<file path="config.mk">
export PLATFORM = sky130hd
export DESIGN_NAME = zero_data_flag
export DESIGN_NICKNAME = d
export VERILOG_FILES = /design/src/rtl/zdf_pkg.sv /design/src/rtl/zdf_pair_zero.sv /design/src/rtl/zdf_run_counter.sv /design/src/rtl/zdf_startup.sv /design/src/rtl/zero_data_flag.sv
export SDC_FILE = /design/constraint.sdc
export NUM_CORES = 1
export LEC_CHECK = 0
export ABC_AREA = 1
export BUFFER_PORTS_ARGS = -buffer_cell sky130_fd_sc_hd__buf_2
export CORE_UTILIZATION = 55
export CTS_CLUSTER_SIZE = 28
export DETAILED_ROUTE_END_ITERATION = 8
export GPL_ROUTABILITY_DRIVEN = 0
export GPL_TIMING_DRIVEN = 0
export PLACE_DENSITY = 0.85
export SLEW_MARGIN = 20
export SYNTH_ARGS = -nofsm -noshare
export SYNTH_HDL_FRONTEND = slang
export SYNTH_SLANG_ARGS = --single-unit
</file>
<file path="constraint.sdc">
create_clock -name clk -period 3.5 [get_ports clk]
set_input_delay 0 -clock clk [delete_from_list [all_inputs] [get_ports clk]]
set_output_delay 0 -clock clk [all_outputs]
set_load 0.01 [all_outputs]
</file>
<file path="src/rtl/zdf_pkg.sv">
// Shared definitions for the zero-data detector.
// Assumes: two audio channels delivered together as one pair.
package zdf_pkg;
    localparam int NUM_CH = 2;

    // Whether the block is still waiting for its first pair.
    typedef enum logic {
        PH_STARTUP = 1'b1,
        PH_RUN     = 1'b0
    } zdf_phase_e;
endpackage

</file>
<file path="src/rtl/zdf_pair_zero.sv">
// Reports whether every channel sample of the present pair is all-zero.
// Assumes: samples are presented packed, one SAMPLE_W slice per channel.
module zdf_pair_zero #(
    parameter int SAMPLE_W = 16,
    parameter int NUM_CH   = 2
) (
    input  logic [NUM_CH-1:0][SAMPLE_W-1:0] samples,
    output logic                            pair_zero
);
    logic [NUM_CH-1:0] ch_nonzero;

    // One OR-reduction per channel.
    for (genvar c = 0; c < NUM_CH; c++) begin : g_ch
        assign ch_nonzero[c] = |samples[c];
    end

    // The pair is zero only when no channel has a set bit.
    always_comb begin
        pair_zero = ~|ch_nonzero;
    end
endmodule

</file>
<file path="src/rtl/zdf_run_counter.sv">
// Saturating count of consecutive all-zero pairs; reports threshold reach.
// Assumes: pair_vld is a single-cycle strobe; synchronous active-low reset.
module zdf_run_counter #(
    parameter int RUN_LEN = 16384,
    localparam int CNT_W  = $clog2(RUN_LEN + 1)
) (
    input  logic             clk,
    input  logic             rst_n,
    input  logic             pair_vld,
    input  logic             pair_zero,
    output logic [CNT_W-1:0] run_cnt,
    output logic             run_full
);
    localparam logic [CNT_W-1:0] CNT_MAX = CNT_W'(RUN_LEN);

    // Advance on zero pairs up to the limit, clear on data, hold when idle.
    always_ff @(posedge clk) begin
        if (!rst_n) begin
            run_cnt <= '0;
        end else if (pair_vld) begin
            if (!pair_zero) begin
                run_cnt <= '0;
            end else if (run_cnt != CNT_MAX) begin
                run_cnt <= run_cnt + CNT_W'(1);
            end
        end
    end

    // Threshold comparison.
    always_comb begin
        run_full = (run_cnt == CNT_MAX);
    end

    p_clear_on_data_r3: assert property (@(posedge clk) disable iff (!rst_n)
        pair_vld && !pair_zero |=> run_cnt == '0);

    p_count_up_r5: assert property (@(posedge clk) disable iff (!rst_n)
        pair_vld && pair_zero && !run_full |=> run_cnt == $past(run_cnt) + CNT_W'(1));

    p_idle_hold_r6: assert property (@(posedge clk) disable iff (!rst_n)
        !pair_vld |=> $stable(run_cnt));

    p_no_overflow_r7: assert property (@(posedge clk) disable iff (!rst_n)
        run_full && pair_vld && pair_zero |=> run_full);
endmodule

</file>
<file path="src/rtl/zdf_startup.sv">
// Tracks the startup interval: set by reset, left on the first valid pair.
// Assumes: synchronous active-low reset.
module zdf_startup
    import zdf_pkg::*;
(
    input  logic clk,
    input  logic rst_n,
    input  logic pair_vld,
    output logic in_startup
);
    zdf_phase_e phase_q;

    // Enter startup on reset; leave permanently on the first pair.
    always_ff @(posedge clk) begin
        if (!rst_n) begin
            phase_q <= PH_STARTUP;
        end else if (pair_vld) begin
            phase_q <= PH_RUN;
        end
    end

    // Decode the phase for the flag logic.
    always_comb begin
        in_startup = (phase_q == PH_STARTUP);
    end

    p_leave_startup_r4: assert property (@(posedge clk) disable iff (!rst_n)
        pair_vld |=> !in_startup);

    p_no_reentry_r4: assert property (@(posedge clk) disable iff (!rst_n)
        !in_startup |=> !in_startup);

    p_reset_enters_r8: assert property (@(posedge clk)
        !rst_n |=> in_startup);
endmodule

</file>
<file path="src/rtl/zero_data_flag.sv">
// Zero-data detector: flag high during startup or after a long zero run.
// Assumes: one pair strobe per sample period; synchronous active-low reset.
module zero_data_flag #(
    parameter int SAMPLE_W = 16,
    parameter int RUN_LEN  = 16384
) (
    input  logic                clk,
    input  logic                rst_n,
    input  logic                pair_vld,
    input  logic [SAMPLE_W-1:0] left_smp,
    input  logic [SAMPLE_W-1:0] right_smp,
    output logic                zero_flag
);
    localparam int CNT_W = $clog2(RUN_LEN + 1);

    logic [zdf_pkg::NUM_CH-1:0][SAMPLE_W-1:0] samples;
    logic                                     pair_zero;
    logic [CNT_W-1:0]                         run_cnt;
    logic                                     run_full;
    logic                                     in_startup;

    // Pack the two channels for the per-channel detector.
    always_comb begin
        samples[0] = left_smp;
        samples[1] = right_smp;
    end

    zdf_pair_zero #(
        .SAMPLE_W (SAMPLE_W),
        .NUM_CH   (zdf_pkg::NUM_CH)
    ) u_pair_zero (
        .samples   (samples),
        .pair_zero (pair_zero)
    );

    zdf_run_counter #(
        .RUN_LEN (RUN_LEN)
    ) u_run_counter (
        .clk       (clk),
        .rst_n     (rst_n),
        .pair_vld  (pair_vld),
        .pair_zero (pair_zero),
        .run_cnt   (run_cnt),
        .run_full  (run_full)
    );

    zdf_startup u_startup (
        .clk        (clk),
        .rst_n      (rst_n),
        .pair_vld   (pair_vld),
        .in_startup (in_startup)
    );

    // Flag from registered state only.
    always_comb begin
        zero_flag = in_startup | run_full;
    end

    p_reset_flag_r1: assert property (@(posedge clk)
        !rst_n |=> zero_flag);

    p_flag_drop_r3: assert property (@(posedge clk) disable iff (!rst_n)
        pair_vld && !pair_zero |=> !zero_flag);

    p_one_side_r2: assert property (@(posedge clk) disable iff (!rst_n)
        pair_vld && ((left_smp == '0) != (right_smp == '0)) |=> run_cnt == '0);
endmodule

</file>
==> summary.md, run 1 <==
| Metric | Value |
|---|---|
| Status | completed |
| DP HPWL | roughly 2.4 mm |
| Final WL | 2.91 mm |
| Synthesized flop and latch total | 16 |
| Area contributors post-synth | dfxtp_1 (27%), nand2_1 (18%), nor2_1 (17%) |
| Top cell type by total area after synthesis | dfxtp_1 |
| Syn Nets | ~240 |
| Initial antenna violation count | 0 |
| Setup crit end kind | primary output |
| Layout overhead on the synthesized area | 19.0% |
| Skew-Pair Late Insertion Delay | roughly 290 ps |
| DR WL/cell | ~11 µm |
| Worst path required time | 3500 ps |
| DR iter-0 viols | 54 |
| Antenna cell count | 0 |
| R2r setup slk | 1920 ps |
| DR vias | 1,395 |
| Yosys top cell area share | 0.268 |
| CTS tree | built |
| Hold slack | about 38 ps |
| Num CTS Buffers | 3 |
| Slew Viols, Final | 0 |
| Final core occ | 0.709 |
| Post-CTS sizing | 0 |
| Tcrit/Tclk final | 0.463 |
| Setup violators final | 0 |
| TritonCTS Sinks | 16 |
| YS warnings | 0 |
| Final min period | around 1600 ps |
| GR Util All Layers | 0.277 |
| Sequential share of the synthesized area | 0.268 |
| Fraction of registers with async set/reset | 0 |
| Lkg Pwr | 0.000685 µW |
| First-pass GRT wire length | 5.26 mm |
| Pre-antenna DRT Iters | 4 |
| Tightest Pin Transition | 445 ps |
| H-tree Lvls | 1 |
| Total grt overflow | 0 |
| Slowest CP cell | dfxtp_1 |
| Mapped Area | 1190 µm² |
| Hold Path Class | in -> reg |
| Fin. Hold Viols | 0 |
| Largest net degree at the start of global routing | 11 |
| CTS clk-pin slew, worst paths | roughly 90 ps |
| Inst Count DP | around 270 |
| CP cell instances | inv_1 -> ha_1 -> nand2_1 -> nor3_2 -> nand3_1 -> nand2_1 -> buf_2 |
| Vias in the first global route | 1,285 |
| Synth cell types | 20 |
| # IOs | 36 |
| Pre-CTS setup slack | 1940 ps |
| Syn Inst Count | 206 |
| RSZ-0062 raised after global routing | false |
| Die H | between 40 and 50 µm |
| Arr. time, crit path | 1620 ps |
| Pwr Density | 247 nW/µm² |
| Die ar. | 2360 µm² |
| Share of layout cells above drive strength 1 | 0.193 |
| Avg Cell Area, Syn | 5.79 µm² |
| Core area | 2000 µm² |
| Post-CTS Setup Inserts | 0 |
| Via density | 5.17 |
| Crit-path max cell delay | 350 ps |
| Initial Util | 0.596 |
| Synth cell count leaders | nand2_1 (57), nor2_1 (55), inv_1 (18), nand3_1 (18), dfxtp_1 (16) |
| Nets | 282 |
| Number of synthesized flops with an enable pin | 0 |
| Top-count cell post-synth | nand2_1 |
| Final Worst Setup Slack | about 1900 ps |
| Max Cap Viol | 0 |
| Number of hold buffers added after CTS | 0 |
| Antenna viol nets, final | 0 |
| Crit-path max FO | 8 |
| Row count | 16 |
| Crit Path Class | reg -> out |
| Most used cell, CP | nand2_1 |
| CTS max path bufs | 2 |
| VDD IR max | 0.000210 V |
| Fmax | 0.617 GHz |
| Die width | 48.6 µm |
| CTS root buffer | clkbuf_4 |
| Final Skew | 6.02 ps |
| Setup TNS | 0 ps |
| Slew HR | 0.703 |
| DRC violations left | 0 |
| Synth Flop Type | dfxtp_1 |
| Non-filler cells, final | 270 |
| CP startpoint kind | register |
| IO buf count | 34 |
critical path: cells and delay by family, from the launching register on:
kind	cells	cell delay (ps)
buffers and inverters	2	210
adder cells (fa/ha/maj)	1	150
flip-flops	1	350
AND/OR/NAND/NOR	4	610
cells by family (layout without fill, tap and decap cells):
kind of cell               after synthesis  after routing  share of synthesized area
buffers and inverters                   23             60                     0.0818
xor gates and xnor gates                 5              5                     0.0367
AOI/OAI and AO/OA                       13             13                     0.0566
DFF                                     16             16                      0.268
and+or+nand+nor                        147            147                      0.536
adders and majority gates                2              2                     0.0210
layout by cell type, fill, tap and decap left out, drive strengths merged:
cell type	Yosys	layout
nor3	2	2
xor2	5	5
o21ai	5	5
dfxtp	16	16
buf	2	36
a21oi	7	7
nand2	59	59
clkbuf	2	5
nor2	58	58
inv	19	19
o21bai	1	1
nand3	18	18
ha	2	2
nand4	10	10
area by class of cell:
cell class	count	area, µm²
Buffer	4	26.3
Multi-Input combinational cell	167	776
Sequential cell	16	320
Timing Repair Buffer	34	170
Inverter	19	71.3
Fill cell	180	582
Clock buffer	3	22.5
Tap cell	27	33.8
layer usage:
layer  global-route usage  part of all wire  routed length [µm]
met4               0.0490            0.0069                  20
met2                0.486              0.48                1400
met1                0.353              0.43                1260
met3               0.0597             0.082                 238
met5                    0                 0                   0
flip-flops by register name, indices dropped and copies added (netlist names):
name	flops
u_run_counter.run_cnt	15
u_startup.in_startup	1
report_power, final:
part | switching [µW] | total, µW | leakage (µW) | internal [µW]
registers | 5.52 | 193 | 0.000131 | 187
logic | 31.3 | 59.8 | 0.000541 | 28.5
clock network | 57.8 | 98.0 | 0.0000138 | 40.1
total | 94.6 | 351 | 0.000685 | 256
final timing paths:
| check | from | end | cells after the start |
|---|---|---|---|
| hold / removal | pair_vld | u_run_counter.run_cnt[6] | 3 |
| setup reg to reg | u_run_counter.run_cnt[0] | u_run_counter.run_cnt[3] | 11 |
| hold reg to reg | u_startup.in_startup | u_startup.in_startup | 2 |
| setup / recovery | u_run_counter.run_cnt[0] | zero_flag | 7 |
metrics by stage:
stage	area [µm²]	power (µW)
global placement	1400	254
global route	1420	366
CTS	1420	352
floorplan	1190	230
finish	1420	351
detailed placement	1400	256
Power figures use the tool's default switching activity.
==> run 2, diff against run 1 <==
ABC_AREA = 0   (was 1)
CORE_ASPECT_RATIO = 0.5   (was unset)
CORE_UTILIZATION = 46   (was 55)
PLACE_DENSITY = 0.75   (was 0.85)
clock period = 1.3 ns   (was 3.5 ns; I/O delays follow)
==> summary.md, run 2 <==
| Metric | Value |
|---|---|
| Top cell type by total area after synthesis | dfxtp_1 (unchanged) |
| Yosys top cell area share | 0.253 (was 0.268) |
| Initial antenna violation count | 0 (unchanged) |
| Total grt overflow | 0 (unchanged) |
| Final Worst Setup Slack | -319 ps (was 1880 ps) |
| Layout overhead on the synthesized area | 60.7% (was 19.0%) |
| Finished Cell Area | 2040 µm² (was 1420 µm²) |
| Avg Cell Area, Syn | 8.39 µm² (was 5.79 µm²) |
| Fraction of registers with async set/reset | 0 (unchanged) |
| CTS clk-pin slew, worst paths | 70 ps (was 90 ps) |
| Syn Inst Count | 151 (was 206) |
| IO buf count | 35 (was 34) |
| R2r setup slk | -320 ps (was 1920 ps) |
| CTS root buffer | clkbuf_8 (was clkbuf_4) |
| GR Util All Layers | 0.271 (was 0.277) |
| Skew-Pair Late Insertion Delay | 260 ps (was 290 ps) |
| Pre-antenna DRT Iters | 9 (was 4) |
| Hold Path Class | in -> reg (unchanged) |
| RSZ-0062 raised after global routing | true (was false) |
| DR iter-0 viols | 279 (was 54) |
| Synth Flop Type | dfxtp_1 (unchanged) |
| Largest Register | u_run_counter.run_cnt (unchanged) |
| Final WL | 4.89 mm (was 2.91 mm) |
| Final Skew | 3.18 ps (was 6.02 ps) |
| Largest net degree at the start of global routing | 11 (unchanged) |
| Slew HR | 0.561 (was 0.703) |
| CTS max path bufs | 2 (unchanged) |
| Non-filler cells, final | 251 (was 270) |
| Die H | 39.1 µm (was 48.6 µm) |
| YS warnings | 0 (unchanged) |
| Post-synthesis xor/xnor area fraction | 0 (was 0.0367) |
| Post-Synth Adder-Cell Area | 0.0197 (was 0.0210) |
| Row count | 13 (was 16) |
| First-pass GRT wire length | 6.05 mm (was 5.26 mm) |
| Synth cell types | 42 (was 20) |
| Num CTS Buffers | 3 (unchanged) |
| Slowest CP cell | or4_4 (was dfxtp_1) |
| Nets | 252 (was 282) |
| Crit-path max FO | 4 (was 8) |
| Syn Nets | 188 (was 243) |
| Fin. Hold Viols | 0 (unchanged) |
| DR WL/cell | 19.5 µm (was 10.8 µm) |
| Lkg Pwr | 0.000778 µW (was 0.000685 µW) |
| Max FFs per register | 15 (unchanged) |
| CP delay by family, top | simple AND/OR/NAND/NOR gates (unchanged) |
| Mux share of post-synthesis cell area | 0.00790 (was 0) |
| Synth cell count leaders | dfxtp_1 (16), nor4_1 (13), and2_1 (12) (was nand2_1 (57), nor2_1 (55), inv_1 (18), nand3_1 (18), dfxtp_1 (16)) |
| Most common cell after layout, fill and taps aside | buf_2 (was nand2_1) |
| Tightest Pin Transition | 658 ps (was 445 ps) |
| Compound-cell area share of the yosys netlist | 0.205 (was 0.0566) |
| H-tree Lvls | 1 (unchanged) |
| Die ar. | 2980 µm² (was 2360 µm²) |
| Crit Path Class | reg -> reg (was reg -> out) |
| Antenna viol nets, final | 0 (unchanged) |
| CTS tree | built (unchanged) |
| Slew Viols, Final | 0 (unchanged) |
| Arr. time, crit path | 1740 ps (was 1620 ps) |
| Setup crit end kind | register (was primary output) |
| Largest family of logic cells by synthesized area | simple AND/OR/NAND/NOR gates (unchanged) |
| Commonest non-fill, non-tap cells in the layout | buf_2 (38), buf_4 (18), and2_1 (12), buf_6 (10), o21ai_1 (10) (was nand2_1 (57), nor2_1 (55), buf_2 (34), inv_1 (18), nand3_1 (18)) |
| DR vias | 1,623 (was 1,395) |
| Inst Count DP | 223 (was 267) |
| TritonCTS Sinks | 16 (unchanged) |
| CP cell instances | buf_12 -> nand4_4 -> or4_4 -> a41oi_2 -> o41ai_2 (was inv_1 -> ha_1 -> nand2_1 -> nor3_2 -> nand3_1 -> nand2_1 -> buf_2) |
| Setup TNS | -2290 ps (was 0 ps) |
| Crit-path max cell delay | 550 ps (was 350 ps) |
| CP startpoint kind | register (unchanged) |
| Via density | 6.47 (was 5.17) |
| Fillers | 146 (was 180) |
| Antenna cell count | 0 (unchanged) |
| Area contributors post-synth | dfxtp_1 (25%), a41oi_1 (6.9%), nor4_1 (6.4%) (was dfxtp_1 (27%), nand2_1 (18%), nor2_1 (17%)) |
| Final min period | 1620 ps |
| Vias in the first global route | 1,251 (was 1,285) |
| Top-count cell post-synth | dfxtp_1 (was nand2_1) |
| Failing checks | DRC, setup timing |
| Synthesized flop and latch total | 16 (unchanged) |
| Sequential share of the synthesized area | 0.253 (was 0.268) |
| Tcrit/Tclk final | 1.25 |
| Die width | 76.2 µm (was 48.6 µm) |
| DRC violations left | 2 (was 0) |
| Number of synthesized flops with an enable pin | 0 (unchanged) |
| Core area | 2600 µm² (was 2000 µm²) |
| Max Cap Viol | 0 (unchanged) |
| # IOs | 36 (unchanged) |
| DP HPWL | 2.42 mm (was 2.35 mm) |
| Post-Synth Simple-Gate Area | 0.406 (was 0.536) |
| Worst path bufs/invs | 1 (was 2) |
| Share of layout cells above drive strength 1 | 0.575 (was 0.193) |
| Initial Util | 0.487 (was 0.596) |
| Fmax | between 0.6 and 0.7 GHz |
| Setup violators final | 15 (was 0) |
| Post-DP Area | 1550 µm² (was 1400 µm²) |
| Mapped Area | 1270 µm² (was 1190 µm²) |
| VDD IR max | 0.000445 V (was 0.000210 V) |
| Status | finished, violations left (was completed) |
| Pwr Density | 503 nW/µm² (was 247 nW/µm²) |
| Final core occ | 0.783 (was 0.709) |
| Worst path required time | 1420 ps (was 3500 ps) |
[run 2: changes by cell type after synthesis, moves of 5 or more]
cell / delta
nor3_1: +6
nor2_1: -49
o21ai_1: +5
nor4_1: +13
nand3_1: -14
inv_1: -7
xor2_1: -5
a21oi_1: -7
a41oi_1: +10
and2_1: +12
nand4_1: -7
nand2_1: -49
[run 2: layout make-up]
class	instances	area, µm²	area share
multi-input combinational	112	1050	0.514
clock buffer	4	45.0	0.0221
tap	37	46.3	0.0227
sequential	16	358	0.176
timing repair buffer	60	404	0.198
buffer	11	91.3	0.0448
inverter	11	46.3	0.0227
[run 2: logic make-up after synthesis]
logic type | count (synthesis)
AO/OA/AOI/OAI | 34
multiplexers | 1
adder cells (fa/ha/maj) | 2
AND/OR/NAND/NOR | 75
buffers and inverters | 23
flip-flops | 16
[run 2: worst reg2reg max path, delay by kind of cell, from the launching register on]
family	cells	cell delay [ps]
compound gates	2	290
buf+inv	1	110
simple gates	2	690
flops	1	400
[run 2: metal layers]
metal  up-vias  global-route usage  routed length (µm)
met5         -                   0                   0
met2       133               0.471                2120
met3        34              0.0588                 531
met4         0              0.0721                 211
met1       744               0.350                2030
li1        712                   -                   -
[run 2: timing repair]
action	4_1_cts	5_1_grt
setup buffers	16	8
endpoints found under the setup margin	12	14
gates resized for setup	24	29
pin swaps	12	18
hold buffers	1	0
endpoints found under the hold margin	1	0
[run 2: where the power goes]
group / internal (µW) / switching [µW] / leakage [µW]
clock network: 219 / 201 / 0.0000228
registers: 473 / 0.559 / 0.000138
logic: 62.0 / 70.3 / 0.000618
total: 754 / 272 / 0.000778
[run 2: path summary, 6_finish.rpt]
check	from	to	cells past startpoint
worst min-delay path	pair_vld	u_startup.in_startup	2
worst min register to register	u_startup.in_startup	u_startup.in_startup	2
worst max-delay path	u_run_counter.run_cnt[1]	u_run_counter.run_cnt[11]	5
worst max register to register	u_run_counter.run_cnt[1]	u_run_counter.run_cnt[11]	5
[run 2: stage by stage]
stage | hold WS, ps | power (µW) | setup WS, ps
after floorplan | 76.2 | 546 | -143
after global placement | 203 | 610 | -307
after detailed placement | 201 | 612 | -341
after CTS | 30.2 | 1010 | -127
after global routing | 50.0 | 1050 | -314
final | 47.2 | 1030 | -319
